$ cat src/rtl/cfgu_pkg.sv
package cfgu_pkg;

    localparam int BYTE_W = 8;
    localparam int CNT_W  = 5;

    typedef enum logic [2:0] {
        ST_IDLE,
        ST_FETCH,
        ST_RUN,
        ST_LIT,
        ST_DICT_HI,
        ST_DICT_LO,
        ST_DONE
    } cfgu_state_e;

    // command class taken from bits [6:5] of a byte whose bit 7 is clear
    typedef enum logic [1:0] {
        CLS_NOP  = 2'b00,
        CLS_ZERO = 2'b01,
        CLS_ONES = 2'b10,
        CLS_LIT  = 2'b11
    } cfgu_class_e;

endpackage

$ cat src/rtl/cfgu_dict.sv
module cfgu_dict #(
    parameter int DEPTH = 128,
    parameter int WIDTH = 16,
    localparam int AW   = $clog2(DEPTH)
) (
    input  logic             clk,
    input  logic             wr_en,
    input  logic [AW-1:0]    wr_addr,
    input  logic [WIDTH-1:0] wr_data,
    input  logic [AW-1:0]    rd_addr,
    output logic [WIDTH-1:0] rd_data
);

    logic [WIDTH-1:0] mem [DEPTH];

    always_ff @(posedge clk) begin
        if (wr_en) begin
            mem[wr_addr] <= wr_data;
        end
    end

    assign rd_data = mem[rd_addr];

endmodule

$ cat src/rtl/cfgu_ctrl.sv
module cfgu_ctrl
    import cfgu_pkg::*;
#(
    parameter int DEPTH      = 128,
    parameter int SINGLE_CNT = 96,
    localparam int AW        = $clog2(DEPTH),
    localparam int DW        = 2 * BYTE_W
) (
    input  logic              clk,
    input  logic              rst_n,
    input  logic              start,
    input  logic              in_valid,
    input  logic [BYTE_W-1:0] in_data,
    output logic              in_ready,
    output logic              out_valid,
    output logic [BYTE_W-1:0] out_data,
    input  logic              out_ready,
    output logic [AW-1:0]     dict_raddr,
    input  logic [DW-1:0]     dict_rdata,
    output logic              busy,
    output logic              done
);

    cfgu_state_e      state, state_n;
    logic [CNT_W-1:0] cnt, cnt_n;
    logic             fill_ones, fill_ones_n;
    logic [AW-1:0]    idx, idx_n;

    logic [CNT_W-1:0] cmd_len;
    cfgu_class_e      cmd_cls;
    logic             idx_is_pair;

    assign cmd_len     = in_data[CNT_W-1:0];
    assign cmd_cls     = cfgu_class_e'(in_data[6:5]);
    assign idx_is_pair = (int'(idx) >= SINGLE_CNT);
    assign dict_raddr  = idx;

    // state register
    always_ff @(posedge clk or negedge rst_n) begin
        if (!rst_n) begin
            state     <= ST_IDLE;
            cnt       <= '0;
            fill_ones <= 1'b0;
            idx       <= '0;
        end else begin
            state     <= state_n;
            cnt       <= cnt_n;
            fill_ones <= fill_ones_n;
            idx       <= idx_n;
        end
    end

    // next state
    always_comb begin
        state_n     = state;
        cnt_n       = cnt;
        fill_ones_n = fill_ones;
        idx_n       = idx;
        unique case (state)
            ST_IDLE, ST_DONE: begin
                if (start) state_n = ST_FETCH;
            end
            ST_FETCH: begin
                if (in_valid) begin
                    if (in_data[BYTE_W-1]) begin
                        idx_n   = in_data[AW-1:0];
                        state_n = ST_DICT_HI;
                    end else if (in_data == '0) begin
                        state_n = ST_DONE;
                    end else if (cmd_len != '0) begin
                        cnt_n = cmd_len;
                        unique case (cmd_cls)
                            CLS_ZERO: begin fill_ones_n = 1'b0; state_n = ST_RUN; end
                            CLS_ONES: begin fill_ones_n = 1'b1; state_n = ST_RUN; end
                            CLS_LIT:  state_n = ST_LIT;
                            CLS_NOP:  state_n = ST_FETCH;
                        endcase
                    end
                end
            end
            ST_RUN: begin
                if (out_ready) begin
                    cnt_n = cnt - 1'b1;
                    if (cnt == CNT_W'(1)) state_n = ST_FETCH;
                end
            end
            ST_LIT: begin
                if (in_valid && out_ready) begin
                    cnt_n = cnt - 1'b1;
                    if (cnt == CNT_W'(1)) state_n = ST_FETCH;
                end
            end
            ST_DICT_HI: begin
                if (out_ready) state_n = idx_is_pair ? ST_DICT_LO : ST_FETCH;
            end
            ST_DICT_LO: begin
                if (out_ready) state_n = ST_FETCH;
            end
            default: state_n = ST_IDLE;
        endcase
    end

    // outputs
    always_comb begin
        in_ready  = 1'b0;
        out_valid = 1'b0;
        out_data  = '0;
        busy      = 1'b1;
        done      = 1'b0;
        unique case (state)
            ST_IDLE: busy = 1'b0;
            ST_DONE: begin
                busy = 1'b0;
                done = 1'b1;
            end
            ST_FETCH: in_ready = 1'b1;
            ST_RUN: begin
                out_valid = 1'b1;
                out_data  = {BYTE_W{fill_ones}};
            end
            ST_LIT: begin
                in_ready  = out_ready;
                out_valid = in_valid;
                out_data  = in_data;
            end
            ST_DICT_HI: begin
                out_valid = 1'b1;
                out_data  = idx_is_pair ? dict_rdata[DW-1:BYTE_W] : dict_rdata[BYTE_W-1:0];
            end
            ST_DICT_LO: begin
                out_valid = 1'b1;
                out_data  = dict_rdata[BYTE_W-1:0];
            end
            default: busy = 1'b0;
        endcase
    end

endmodule

$ cat src/rtl/cfg_unpacker.sv
module cfg_unpacker
    import cfgu_pkg::*;
#(
    parameter int DICT_DEPTH = 128,
    parameter int SINGLE_CNT = 96,
    localparam int AW        = $clog2(DICT_DEPTH),
    localparam int DW        = 2 * BYTE_W
) (
    input  logic              clk,
    input  logic              rst_n,
    input  logic              start,
    input  logic              dict_we,
    input  logic [AW-1:0]     dict_waddr,
    input  logic [DW-1:0]     dict_wdata,
    input  logic              in_valid,
    input  logic [BYTE_W-1:0] in_data,
    output logic              in_ready,
    output logic              out_valid,
    output logic [BYTE_W-1:0] out_data,
    input  logic              out_ready,
    output logic              busy,
    output logic              done
);

    logic [AW-1:0] rd_addr;
    logic [DW-1:0] rd_data;
    logic          wr_gate;

    assign wr_gate = dict_we && !busy;

    cfgu_dict #(
        .DEPTH (DICT_DEPTH),
        .WIDTH (DW)
    ) u_dict (
        .clk     (clk),
        .wr_en   (wr_gate),
        .wr_addr (dict_waddr),
        .wr_data (dict_wdata),
        .rd_addr (rd_addr),
        .rd_data (rd_data)
    );

    cfgu_ctrl #(
        .DEPTH      (DICT_DEPTH),
        .SINGLE_CNT (SINGLE_CNT)
    ) u_ctrl (
        .clk        (clk),
        .rst_n      (rst_n),
        .start      (start),
        .in_valid   (in_valid),
        .in_data    (in_data),
        .in_ready   (in_ready),
        .out_valid  (out_valid),
        .out_data   (out_data),
        .out_ready  (out_ready),
        .dict_raddr (rd_addr),
        .dict_rdata (rd_data),
        .busy       (busy),
        .done       (done)
    );

endmodule

$ cat config.mk
export PLATFORM = sky130hd
export DESIGN_NAME = cfg_unpacker
export DESIGN_NICKNAME = d
export VERILOG_FILES = /design/src/rtl/cfgu_pkg.sv /design/src/rtl/cfgu_dict.sv /design/src/rtl/cfgu_ctrl.sv /design/src/rtl/cfg_unpacker.sv
export SDC_FILE = /design/constraint.sdc
export NUM_CORES = 2
export LEC_CHECK = 0
export CAP_MARGIN = 20
export CORE_UTILIZATION = 40
export DETAILED_ROUTE_END_ITERATION = 16
export PLACE_DENSITY_LB_ADDON = 0.12
export SYNTH_ARGS = -nofsm -noshare
export SYNTH_HDL_FRONTEND = slang
export SYNTH_HIERARCHICAL = 1
export SYNTH_SLANG_ARGS = --single-unit
$ cat constraint.sdc
create_clock -name clk -period 4 [get_ports clk]
set_input_delay 0.8 -clock clk [delete_from_list [all_inputs] [get_ports clk]]
set_output_delay 0.8 -clock clk [all_outputs]
set_load 0.05 [all_outputs]
==> summary by stage <==
Outcome
The run finished, with violations left. The final reports fail on setup timing.

Yosys
By area the synthesized netlist is led by edfxtp_1, mux4_2, nor2_1. Among all cell types in the netlist, the one instantiated most often is edfxtp_1. The post-synthesis register bit count is 2064. In the synthesized netlist, the cells that appear most often are edfxtp_1, mux4_2, nor2_1, clkbuf_1, buf_2.

In the synthesized netlist, the number of instances is 3214. The combinational family with the most area after synthesis is multiplexers. The commonest register cell after synthesis is edfxtp_1. The post-synthesis simple-gate area fraction is 1.21%. In the synthesized netlist the async set-or-reset flop fraction comes to 0.775%. The number of nets produced by synthesis is 3255.

The fraction of synthesized area in multiplexers is 19.5%. Summing the areas of all compound-gate instances in the mapped netlist gives 0.401% of the synthesized area. Yosys printed 6 warnings. After synthesis, the largest area contributor takes up 77.4% of total cell area. Synthesis instantiated 52 different standard cells from the library.

The number of synthesized flops with an enable pin is 2048. After Yosys synthesis, XOR and XNOR cells account for 0% of the synthesized area. Summing the sequential cell areas from Yosys gives 77.9% of the chip area. The most area-hungry cell type in the Yosys netlist is edfxtp_1. The average size of a mapped cell is 24.7 µm². The synthesized-area fraction occupied by adder cells is 0.0630%. The cell area after synthesis is 79500 µm².

Global routing
Global routing consumed, over all layers together, 21.7% of the routing resources. The pin count of the biggest net entering global routing is 96. The via count of the first global-routing pass came to 38.6k. Summed over all layers, the global routing overflow is 0. The initial antenna violation count is 32. The wire length of the first global-routing pass is 302 mm.

Worst setup path
The startpoint of the most critical setup path is u_ctrl/dict_raddr[0]. The worst register-to-register path has a depth of 8. STA classifies the critical path startpoint as a register.

In this run the critical register-to-register path is captured at u_dict/mem[64][7]. In this run the worst path has a maximum fanout of 7. Traced cell by cell, the critical path runs through buf_12, buf_16, buf_8, buf_6, mux4_2, mux4_2, mux4_2, mux2_4, mux2i_4, buf_6, o22ai_4, buf_6.

The largest single stage delay on the critical path is 600 ps. Setup slack on the worst reg-to-reg path comes out at 900 ps. STA puts the critical path data required time at 3200 ps. Data on the critical path arrives at its endpoint at 4540 ps. The reg-to-reg critical path startpoint is u_ctrl/state[1]. The startpoint-to-endpoint class of the critical path is reg -> out. The largest individual stage delay along the critical path comes from the cell mux4_2.

STA classifies the critical path endpoint as an output pin.

Place
Input and output buffers added on the ports amount to 48. The detailed-placement wirelength estimate is 129 mm. The worst setup slack before clock tree synthesis is -1000 ps.

The placer's final routability congestion estimate is 0.804. The area of placed instances is 85900 µm². Counting tap cells, the placed design contains a total of 6061 instances.

CTS
The number of buffers on the longest clock path is 3. Clock-pin slew was measured on the worst setup and hold paths at 60 ps. The clock root buffer master is clkbuf_16. Hold repair after CTS inserted 0 buffers. TritonCTS built the clock tree.

The clock tree synthesis step divided the H-tree into 4 levels. The TritonCTS buffer count is 211. The total number of clock tree sinks is 2064. The clock insertion delay at the later pin of the skew report is 850 ps.

Final layout
The fill cell instance count of the final layout is 16.0k. After the flow finishes, the layout carries non-filler instances totaling 6530. The fraction of layout cells with a size suffix above 1 is 37.3%. The area of all sequential standard cells is 61900 µm². The count of nets after finishing is 3749.

The final standard cell area without fillers is 93900 µm². The multi-input gate area in the final layout is 17000 µm². The final core utilization is 47.6%.

The layout overhead on the synthesized area is 18.2%.

STA
The worst slew margin relative to its limit is 26.0%. The number of pins with negative max-slew slack in the final report was 0. The portion of the clock cycle consumed by the worst path in the final layout is 134%. The smallest clock period supported by the final layout is computed as 5340 ps. Across all setup checks in the final design, the least slack found is -1340 ps.

The maximum clock skew at final layout is 26.1 ps. On the final layout, the worst hold slack is 431 ps. The sum of negative setup slack is -10530 ps. The total setup violations reported at the end of the flow is 8. Derived from the worst setup path, the maximum achievable clock frequency is 187 MHz. The total count of hold-check failures in the final report is 0. The slew at the pin with the worst max-slew slack is 1110 ps. Setup repair after global routing could not meet its margin everywhere.

Job
The tool flagged a number of max-cap violations equal to 0.

Floorplan
In this run the standard cell core region covers 197000 µm². For this design the top-level I/O count stands at 49. The floorplan step defined a die boundary enclosing 201000 µm². The floorplan has 163 rows. Measured along the y axis, the die boundary spans 448 µm. The floorplan step set the die width to 448 µm. The starting density of the core is 40.3%.

Detailed routing
The pre-antenna-repair detailed-routing pass consisted of 5 iterations. The number of vias per cell after detailed routing is 5.71. Dividing the detail-routed wire length by the instance count gives 32.9 µm. In the routed design, unresolved DRC markers number 0. The count of nets left with antenna violations once routing finished came out at 0.

The starting DRC count in detailed routing is 4281. The total number of vias is 37.3k. The wire length after detailed routing is 215 mm.

Pwr
The maximum vdd ir drop is 0.548 mV. The design draws 64.4 mW. The power per standard cell area is 686 nW/µm².

Summed over all cells, the static leakage comes to 29.4 nW.

Hold path
The worst hold-check path type is in -> async.
worst max-delay path by stage:
stage | slack [ps] | cells past startpoint | end
2_1_floorplan | 40 | 8 | out_data[0]
3_3_place_gp | -950 | 10 | out_data[0]
3_5_place_dp | -1000 | 10 | out_data[0]
4_1_cts | -1450 | 11 | out_data[7]
5_1_grt | -1410 | 12 | out_data[6]
6_report | -1340 | 12 | out_data[2]
flip-flops by register name, summed over array words and instances (netlist names):
| register | count |
|---|---|
| u_dict/mem | 2048 |
| u_ctrl/state | 3 |
| u_ctrl/dict_raddr | 7 |
| u_ctrl/cnt | 5 |
| u_ctrl/fill_ones | 1 |
layout make-up:
| type | instances | area share, % |
|---|---|---|
| Clock buffer | 252 | 5.87 |
| Sequential cell | 2064 | 65.9 |
| Antenna cell | 6 | 0.0160 |
| Inverter | 7 | 0.0280 |
| Timing Repair Buffer | 456 | 5.19 |
| Clock inverter | 137 | 1.35 |
| Tap cell | 2640 | 3.52 |
| Multi-Input combinational cell | 968 | 18.1 |
placed cells by master, fill, tap and decap left out, types with 8 or more instances in the layout:
master / count
nand2_1: 19
clkdlybuf4s50_1: 24
buf_16: 17
nor2b_1: 10
clkbuf_1: 35
dfrtp_1: 11
buf_6: 20
buf_12: 67
clkbuf_16: 214
nor2_1: 124
mux4_2: 672
buf_4: 316
a21oi_1: 14
mux2_2: 8
clkinv_2: 34
mux2_4: 14
buf_8: 9
nor3_2: 9
clkinv_1: 64
nand3_1: 14
edfxtp_1: 2048
bufinv_16: 19
power breakdown:
group,leakage [nW],internal (mW),switching [mW]
logic,7.48,10.5,10.5
registers,18.6,23.9,0.186
clock network,3.31,11.0,8.23
total,29.4,45.5,18.9
worst max-delay path: cells and delay by family (launching register included):
family          cells  cell delay (ps)
compound gates      1               80
buf+inv             6              920
flops               1              460
mux                 5             2170
per-layer routing:
metal / wire, µm / vias up / share of wire, % / global-route usage [%]
met3: 13500 / 253 / 6.3 / 3.45
met5: 0 / - / 0 / 0
met4: 4360 / 0 / 2.0 / 5.18
met2: 106000 / 1284 / 49 / 35.4
met1: 91100 / 20746 / 42 / 30.8
li1: - / 15001 / - / -
logic make-up after synthesis:
kind of cell,after synthesis
mux,705
flops,2064
buf+inv,182
fa+ha+maj,4
simple gates,211
compound gates,48
repair_timing:
item / in CTS / in global routing
setup buffers: 52 / 17
setup endpoints to repair: 8 / 9
gates cloned: 8 / 1
pin swaps: 0 / 0
resized for setup: 63 / 24
(Power assumes the default switching activity.)
